[config.mk]
export PLATFORM = sky130hd
export DESIGN_NAME = cpwm_synth
export DESIGN_NICKNAME = d
export VERILOG_FILES = /design/src/rtl/cpwm_pkg.sv /design/src/rtl/cpwm_serial_rx.sv /design/src/rtl/cpwm_phase_acc.sv /design/src/rtl/cpwm_duty_gen.sv /design/src/rtl/cpwm_deadband.sv /design/src/rtl/cpwm_synth.sv
export SDC_FILE = /design/constraint.sdc
export NUM_CORES = 1
export LEC_CHECK = 0
export BUFFER_PORTS_ARGS = -buffer_cell sky130_fd_sc_hd__buf_4
export CAP_MARGIN = 40
export CORE_MARGIN = 5
export CORE_UTILIZATION = 35
export CTS_CLUSTER_SIZE = 24
export DETAILED_ROUTE_END_ITERATION = 8
export PLACE_DENSITY = 0.51
export SLEW_MARGIN = 20
export SYNTH_ARGS = -nofsm -noshare
export SYNTH_HDL_FRONTEND = slang
export SYNTH_SLANG_ARGS = --single-unit
export TNS_END_PERCENT = 1
[constraint.sdc]
create_clock -name clk -period 2.3 [get_ports clk]
set_input_delay 0.115 -clock clk [delete_from_list [all_inputs] [get_ports clk]]
set_output_delay 0.115 -clock clk [all_outputs]
set_load 0.005 [all_outputs]
[src/rtl/cpwm_pkg.sv]
package cpwm_pkg;
    localparam int unsigned FREQ_W_DEF = 24;
    localparam int unsigned DUTY_W_DEF = 4;
    localparam int unsigned DEAD_W_DEF = 8;
    localparam int unsigned SYNC_STAGES = 2;
endpackage

[src/rtl/cpwm_serial_rx.sv]
module cpwm_serial_rx
    import cpwm_pkg::*;
#(
    parameter int unsigned FREQ_W = FREQ_W_DEF,
    parameter int unsigned DUTY_W = DUTY_W_DEF,
    parameter int unsigned DEAD_W = DEAD_W_DEF
) (
    input  logic              clk,
    input  logic              rst_n,
    input  logic              sclk,
    input  logic              sdata,
    input  logic              sload,
    output logic [FREQ_W-1:0] shd_freq,
    output logic [DUTY_W-1:0] shd_duty,
    output logic [DEAD_W-1:0] shd_dead
);
    localparam int unsigned WORD_W = FREQ_W + DUTY_W + DEAD_W;
    localparam int unsigned EDGE_W = SYNC_STAGES + 1;

    typedef struct packed {
        logic [EDGE_W-1:0]      ck;
        logic [EDGE_W-1:0]      ld;
        logic [SYNC_STAGES-1:0] dat;
        logic [WORD_W-1:0]      shift;
        logic [WORD_W-1:0]      shadow;
    } rx_t;

    rx_t st_q, st_d;
    logic ck_rise, ld_rise;

    always_comb begin
        st_d    = st_q;
        ck_rise = st_q.ck[EDGE_W-2] & ~st_q.ck[EDGE_W-1];
        ld_rise = st_q.ld[EDGE_W-2] & ~st_q.ld[EDGE_W-1];
        st_d.ck  = {st_q.ck[EDGE_W-2:0], sclk};
        st_d.ld  = {st_q.ld[EDGE_W-2:0], sload};
        st_d.dat = {st_q.dat[SYNC_STAGES-2:0], sdata};
        if (ck_rise) begin
            st_d.shift = {st_q.shift[WORD_W-2:0], st_q.dat[SYNC_STAGES-1]};
        end
        if (ld_rise) begin
            st_d.shadow = st_q.shift;
        end
    end

    always_ff @(posedge clk or negedge rst_n) begin
        if (!rst_n) begin
            st_q <= '0;
        end else begin
            st_q <= st_d;
        end
    end

    assign shd_freq = st_q.shadow[WORD_W-1 -: FREQ_W];
    assign shd_duty = st_q.shadow[DEAD_W +: DUTY_W];
    assign shd_dead = st_q.shadow[DEAD_W-1:0];

    AST_SHADOW_ONLY_ON_LOAD: assert property (@(posedge clk) disable iff (!rst_n)
        !ld_rise |=> $stable(st_q.shadow));
endmodule

[src/rtl/cpwm_phase_acc.sv]
module cpwm_phase_acc
    import cpwm_pkg::*;
#(
    parameter int unsigned FREQ_W = FREQ_W_DEF
) (
    input  logic              clk,
    input  logic              rst_n,
    input  logic              halt,
    input  logic [FREQ_W-1:0] freq,
    output logic              tick
);
    typedef struct packed {
        logic [FREQ_W-1:0] acc;
        logic              msb_p;
    } acc_t;

    acc_t st_q, st_d;

    always_comb begin
        st_d = st_q;
        tick = st_q.acc[FREQ_W-1] & ~st_q.msb_p;
        if (halt) begin
            st_d = '0;
        end else begin
            st_d.acc   = st_q.acc + freq;
            st_d.msb_p = st_q.acc[FREQ_W-1];
        end
    end

    always_ff @(posedge clk or negedge rst_n) begin
        if (!rst_n) begin
            st_q <= '0;
        end else begin
            st_q <= st_d;
        end
    end

    AST_TICK_SINGLE: assert property (@(posedge clk) disable iff (!rst_n)
        tick |=> !tick);
    AST_HALT_CLEARS_ACC: assert property (@(posedge clk) disable iff (!rst_n)
        halt |=> (st_q.acc == '0));
endmodule

[src/rtl/cpwm_duty_gen.sv]
module cpwm_duty_gen
    import cpwm_pkg::*;
#(
    parameter int unsigned FREQ_W = FREQ_W_DEF,
    parameter int unsigned DUTY_W = DUTY_W_DEF,
    parameter int unsigned DEAD_W = DEAD_W_DEF
) (
    input  logic              clk,
    input  logic              rst_n,
    input  logic              halt,
    input  logic              tick,
    input  logic [FREQ_W-1:0] shd_freq,
    input  logic [DUTY_W-1:0] shd_duty,
    input  logic [DEAD_W-1:0] shd_dead,
    output logic [FREQ_W-1:0] act_freq,
    output logic [DEAD_W-1:0] act_dead,
    output logic              pwm
);
    typedef struct packed {
        logic [DUTY_W-1:0] cnt;
        logic [FREQ_W-1:0] freq;
        logic [DUTY_W-1:0] duty;
        logic [DEAD_W-1:0] dead;
    } dg_t;

    dg_t  st_q, st_d;
    logic wrap, take;

    always_comb begin
        st_d = st_q;
        wrap = tick && (st_q.cnt == '1);
        take = halt || (st_q.freq == '0) || wrap;
        pwm  = (st_q.duty == '1) || (st_q.cnt < st_q.duty);
        if (halt) begin
            st_d.cnt = '0;
        end else if (tick) begin
            st_d.cnt = st_q.cnt + 1'b1;
        end
        if (take) begin
            st_d.freq = shd_freq;
            st_d.duty = shd_duty;
            st_d.dead = shd_dead;
        end
    end

    always_ff @(posedge clk or negedge rst_n) begin
        if (!rst_n) begin
            st_q <= '0;
        end else begin
            st_q <= st_d;
        end
    end

    assign act_freq = st_q.freq;
    assign act_dead = st_q.dead;

    AST_CNT_NEEDS_TICK: assert property (@(posedge clk) disable iff (!rst_n)
        (!halt && !tick) |=> $stable(st_q.cnt));
    AST_SETTING_HELD: assert property (@(posedge clk) disable iff (!rst_n)
        (!halt && !tick && st_q.freq != '0) |=> ($stable(st_q.duty) && $stable(st_q.dead) && $stable(st_q.freq)));
    AST_HALT_CLEARS_CNT: assert property (@(posedge clk) disable iff (!rst_n)
        halt |=> (st_q.cnt == '0));
endmodule

[src/rtl/cpwm_deadband.sv]
module cpwm_deadband
    import cpwm_pkg::*;
#(
    parameter int unsigned DEAD_W = DEAD_W_DEF
) (
    input  logic              clk,
    input  logic              rst_n,
    input  logic              halt,
    input  logic              pwm,
    input  logic [DEAD_W-1:0] dead,
    output logic              hi_drv,
    output logic              lo_drv
);
    typedef struct packed {
        logic              prev;
        logic [DEAD_W-1:0] gap;
        logic              hi;
        logic              lo;
    } db_t;

    db_t st_q, st_d;

    always_comb begin
        st_d = st_q;
        if (halt) begin
            st_d = '0;
        end else if (pwm != st_q.prev) begin
            st_d.prev = pwm;
            st_d.gap  = dead;
            st_d.hi   = 1'b0;
            st_d.lo   = 1'b0;
        end else if (st_q.gap != '0) begin
            st_d.gap = st_q.gap - 1'b1;
            st_d.hi  = 1'b0;
            st_d.lo  = 1'b0;
        end else begin
            st_d.hi = st_q.prev;
            st_d.lo = ~st_q.prev;
        end
    end

    always_ff @(posedge clk or negedge rst_n) begin
        if (!rst_n) begin
            st_q <= '0;
        end else begin
            st_q <= st_d;
        end
    end

    assign hi_drv = st_q.hi;
    assign lo_drv = st_q.lo;

    AST_NO_OVERLAP: assert property (@(posedge clk) !(hi_drv && lo_drv));
    AST_HALT_LOW: assert property (@(posedge clk) disable iff (!rst_n)
        halt |=> (!hi_drv && !lo_drv));
    AST_HI_AFTER_GAP: assert property (@(posedge clk) disable iff (!rst_n)
        $rose(hi_drv) |-> !$past(lo_drv));
    AST_LO_AFTER_GAP: assert property (@(posedge clk) disable iff (!rst_n)
        $rose(lo_drv) |-> !$past(hi_drv));
endmodule

[src/rtl/cpwm_synth.sv]
module cpwm_synth
    import cpwm_pkg::*;
#(
    parameter int unsigned FREQ_W = FREQ_W_DEF,
    parameter int unsigned DUTY_W = DUTY_W_DEF,
    parameter int unsigned DEAD_W = DEAD_W_DEF
) (
    input  logic clk,
    input  logic rst_n,
    input  logic halt,
    input  logic sclk,
    input  logic sdata,
    input  logic sload,
    output logic hi_drv,
    output logic lo_drv
);
    logic [FREQ_W-1:0] shd_freq, act_freq;
    logic [DUTY_W-1:0] shd_duty;
    logic [DEAD_W-1:0] shd_dead, act_dead;
    logic              tick, pwm;

    cpwm_serial_rx #(.FREQ_W(FREQ_W), .DUTY_W(DUTY_W), .DEAD_W(DEAD_W)) u_rx (
        .clk(clk), .rst_n(rst_n), .sclk(sclk), .sdata(sdata), .sload(sload),
        .shd_freq(shd_freq), .shd_duty(shd_duty), .shd_dead(shd_dead)
    );

    cpwm_phase_acc #(.FREQ_W(FREQ_W)) u_acc (
        .clk(clk), .rst_n(rst_n), .halt(halt), .freq(act_freq), .tick(tick)
    );

    cpwm_duty_gen #(.FREQ_W(FREQ_W), .DUTY_W(DUTY_W), .DEAD_W(DEAD_W)) u_duty (
        .clk(clk), .rst_n(rst_n), .halt(halt), .tick(tick),
        .shd_freq(shd_freq), .shd_duty(shd_duty), .shd_dead(shd_dead),
        .act_freq(act_freq), .act_dead(act_dead), .pwm(pwm)
    );

    cpwm_deadband #(.DEAD_W(DEAD_W)) u_db (
        .clk(clk), .rst_n(rst_n), .halt(halt), .pwm(pwm), .dead(act_dead),
        .hi_drv(hi_drv), .lo_drv(lo_drv)
    );

    AST_RESET_LOW: assert property (@(posedge clk) !rst_n |-> (!hi_drv && !lo_drv));
endmodule

After elaboration in Yosys (flattened, before gate mapping):

Cells that the tools add are included.

* RAM bits: 0
* memories kept: 0
* input port bits: 6
* bits in read-only memories: 0
* register bits: 156
* bits in latches: 0

* bitwise logic cells: 7
* mux-type cells: 8
* $mul: 0
* order comparisons: 1
* divide/modulo/power cells: 0
* equal/unequal tests: 3
* $add $sub $neg: 3
* reductions and logical operators: 9
* shift operators: 0

Operators by type and width (count)
* 25-bit 2-to-1 mux: 1
* 24-bit adder: 1
* 24-bit logical NOT: 1
* 11-bit 2-to-1 mux: 1
* 10-bit 2-to-1 mux: 1
* 4-bit equality test, second input constant: 2
* 4-bit 2-to-1 mux: 2
* 8-bit 2-to-1 mux: 1
* 8-bit nonzero test: 1
* 8-bit by 1-bit subtractor with 8-bit output, second input constant: 1
* 4-bit by 1-bit adder with 4-bit output, second input constant: 1
* 4-bit < comparator: 1
* 1-bit NOT: 4
* 2-bit nonzero test: 2
* 1-bit bitwise AND: 3
* 1-bit logical OR: 3
* 3-bit nonzero test: 1
* 2-bit 2-to-1 mux: 1
* 1-bit logical AND: 1
* 1-bit 2-to-1 mux: 1
* 1-bit != test: 1

Logic depth before layout (Yosys ltp):

* word-level depth: 5
* mapped depth: 10

By module:

A second synthesis with hierarchy kept.

* cell total of the unflattened synthesis: 607
* area, all modules: 8010.2 um^2

Modules (own cells, without submodules)
* cpwm_serial_rx: cells each 198, instances 1, area each 3452.1 um^2
* cpwm_duty_gen: cells each 144, instances 1, area each 2015.7 um^2
* cpwm_phase_acc: cells each 210, instances 1, area each 1936.9 um^2
* cpwm_deadband: cells each 55, instances 1, area each 605.6 um^2

Least setup slack after synthesis:

Ideal clock, no wire load.

* path type: reg-to-reg
* from: reg u_duty.st_q, in the netlist u_duty.act_freq[0]
* to: reg u_acc.st_q[21] (netlist bit)
* arrival time: 2.412 ns
* buffers on the path: 0
* stages on the path, launching flop included: 10
* setup slack: -0.244 ns
* cells stage by stage: dfrtp_1 > ha_1 > fa_1 > a211o_1 > a41o_1 > a211o_1 > a221oi_2 > o21ai_1 > xnor2_1 > nor2_1

RTL lines
* start: declaration: RTL line cpwm_duty_gen.sv:26 `dg_t st_q, st_d;`
* start signal: assignment: RTL line cpwm_duty_gen.sv:50 `st_q <= st_d;`
* end signal: assignment: RTL line cpwm_phase_acc.sv:34 `st_q <= st_d;`
* end: declaration: RTL line cpwm_phase_acc.sv:17 `acc_t st_q, st_d;`

==> results.sh <==
export IMPL_outcome="finished with violations"
export IMPL_violations="setup timing"
export IMPL_grt_pass1_vias=4702
export IMPL_vias=4502
export IMPL_cp_arrival_ps=2830
export IMPL_start_util_pct=35.4
export IMPL_synth_ff_type="dfrtp_1"
export IMPL_synthSimpleGateAreaFrac_pct=7.74
export IMPL_timing_hold_ws_ps=180
export IMPL_die_w_um=153
export IMPL_antenna_left=0
export IMPL_maxCapViolations=0
export IMPL_top_usage_layer="met2"
export IMPL_r2r_cells=9
export IMPL_clkTransAtPathRegs_ps=70
export IMPL_synthXorXnorAreaFrac_pct=3.57
export IMPL_dieArea_mm2=0.0233
export IMPL_synth_top_family_by_area="multiplexers"
export IMPL_hold_class="in -> async"
export IMPL_dp_slack_ps=-367
export IMPL_synth_adder_area_share_pct=5.21
export IMPL_setup_ws_ps=-252
export IMPL_syn_avg_cell_area_um2=12.6
export IMPL_hpwl_mm=9.50
export IMPL_slew_violations=0
export IMPL_vdd_ir_drop_worst_mv=0.557
export IMPL_cp_max_fo=2
export IMPL_layout_nets=655
export IMPL_worstSetupPathType="reg -> reg"
export IMPL_fill_cells=1847
export IMPL_dp_cells=865
export IMPL_grt_use_total_pct=12.3
export IMPL_area_growth_pct=20.8
export IMPL_syn_num_nets=599
export IMPL_multi_input_area_mm2=0.00318
export IMPL_numClockSinks=156
export IMPL_coreArea_mm2=0.0201
export IMPL_final_common_cell="dfrtp_1"
export IMPL_use_met1_pct=16.3
export IMPL_final_hold_violation_count=0
export IMPL_ys_warn_count=0
export IMPL_fmaxAchievable_mhz=392
export IMPL_synth_async_reset_ratio_pct=100
export IMPL_cts_root_buf="clkbuf_16"
export IMPL_slew_headroom_pct=67.2
export IMPL_overflow=0
export IMPL_setup_viol=6
export IMPL_fin_crit_ps=2550
export IMPL_fin_area_mm2=0.00859
export IMPL_ys_ff_latch=156
export IMPL_r2r_start="u_duty.act_freq[0]$_DFFE_PN0P_"
export IMPL_route_detailed_drc=0
export IMPL_chipHeight_um=153
export IMPL_port_buffers=7
export IMPL_antenna_found_initial=0
export IMPL_leakage_nw=4.13
export IMPL_grt_max_degree=85
export IMPL_drt_iter0_markers=186
export IMPL_synth_area_mm2=0.00711
export IMPL_grt_use_met2_pct=19.7
export IMPL_drt_first_pass_iters=4
export IMPL_pin_count=8
export IMPL_end_kind="flop"
export IMPL_max_slew_worst_pin_slew_ps=492
export IMPL_finalSetupTns_ps=-854
export IMPL_synth_compound_area_share_pct=9.62
export IMPL_cts_made_buffers=17
export IMPL_cts_htree_levels=4
export IMPL_cts_tree="yes"
export IMPL_cellPowerDensity_mw_per_mm2=963
export IMPL_postSynthCellCount=564
export IMPL_grt_pass1_wl_mm=23.6
export IMPL_rsz0062_at_grt="yes"
export IMPL_synth_mux_area_share_pct=16.9
export IMPL_clk_path_buf_depth=2
export IMPL_fin_skew_ps=9.93
export IMPL_drive_gt1_share_pct=34.6
export IMPL_yosysUniqueCellTypes=55
export IMPL_wl_per_cell_um=15.2
export IMPL_cp_data_required_time_ps=2580
export IMPL_dpl_cell_area_mm2=0.00783
export IMPL_mostFrequentLayoutCells="dfrtp_1 (156), mux2_2 (104), buf_4 (51)"
export IMPL_routabilityCongestion=0.833
export IMPL_ff_latch_area_mm2=0.00390
export IMPL_use_met3_pct=3.38
export IMPL_routed_wl_mm=13.7
export IMPL_critPathLaunchType="flop"
export IMPL_antennaDiodeCount=0
export IMPL_yosysSeqAreaShare_pct=54.9
export IMPL_rows=52
export IMPL_fin_cells=903
export IMPL_cp_startpoint="u_duty.act_freq[0]$_DFFE_PN0P_"
export IMPL_insertion_delay_ps=420
export IMPL_avgViaCountPerCell=4.99
export IMPL_synth_edf_count=0
export IMPL_period_share_pct=111
-- stage by stage --
| step | power (W) | utilization (%) |
|---|---|---|
| 2_1_floorplan | 0.00470 | - |
| 3_3_place_gp | 0.00528 | 38.9 |
| 4_1_cts | 0.00839 | 42.7 |
| 3_5_place_dp | 0.00534 | 38.9 |
| 5_1_grt | 0.00872 | 42.7 |
| 6_report | 0.00827 | 42.7 |
-- where the power goes --
group / leakage (nW) / switching (W) / internal, W
logic: 1.76 / 0.000842 / 0.000986
clock network: 0.295 / 0.00118 / 0.00177
registers: 2.08 / 0.000290 / 0.00321
-- layer usage --
layer	share of wire [%]	wire, µm
met5	0	0
met4	1.6	217
met3	2.6	359
met2	48	6620
met1	47	6510
-- final cells by class --
cell class | instances | share of cell area, %
multi-input cells | 374 | 37.0
well taps | 270 | 3.93
repair buffers | 61 | 6.01
clock inverters | 13 | 2.08
flip-flops and latches | 156 | 45.4
clock buffers | 19 | 5.15
inverters | 10 | 0.437
-- flip-flops by register name (all words and copies together), names as in the netlist --
name,count
u_rx.st_q,39
u_acc.st_q,25
u_duty.act_freq,24
u_rx.shd_freq,24
u_db.st_q,9
u_duty.act_dead,8
u_duty.st_q,8
u_rx.shd_dead,8
u_rx.st_d,5
u_rx.shd_duty,4
u_db.hi_drv,1
u_db.lo_drv,1
-- cells in the mapped netlist (all sizes together) (6+ instances only) --
| master | instances | share of area [%] |
|---|---|---|
| a21o | 10 | 1.1 |
| a21oi | 30 | 2.2 |
| buf | 12 | 0.77 |
| clkbuf | 12 | 0.77 |
| dfrtp | 156 | 55 |
| ha | 28 | 4.9 |
| inv | 9 | 0.47 |
| mux2 | 106 | 17 |
| nand2 | 25 | 1.3 |
| nand4 | 10 | 0.88 |
| nor2 | 39 | 2.1 |
| nor3 | 8 | 0.56 |
| nor4 | 6 | 0.53 |
| o21ai | 15 | 1.1 |
| xnor2 | 17 | 2.1 |
| xor2 | 12 | 1.5 |
-- worst paths after layout --
path | to | slack (ps)
max | u_acc.st_q[21]$_DFF_PN0_ | -250
min | u_db.st_q[10]$_DFFE_PN0P_ | 180
max reg2reg | u_acc.st_q[21]$_DFF_PN0_ | -250
min reg2reg | u_rx.st_d[76]$_DFF_PN0_ | 350
max in group asynchronous | u_duty.act_freq[17]$_DFFE_PN0P_ | 1330
min in group clk | u_db.st_q[6]$_DFFE_PN0P_ | 200
-- timing repair --
action                                  CTS  global route
endpoints found under the setup margin   43            44
buffers inserted                          2             0
resized for setup                        11             4
pin swaps                                 9             2
hold buffers                              4             0
endpoints found under the hold margin    51             0
-- worst max-delay path: stages (launching register included) --
cell      delay [ps]
dfrtp_1          400
ha_4             180
fa_2             340
a211o_1          280
a41o_1           220
a211o_1          330
a221oi_2         320
o21ai_1          120
xnor2_1          170
nor2_1            60
-- cell families after synthesis --
logic type,after synthesis
fa+ha+maj,29
buf+inv,34
compound gates,95
flops,156
xor+xnor,29
mux,107
simple gates,114
(Power assumes the default switching activity.)
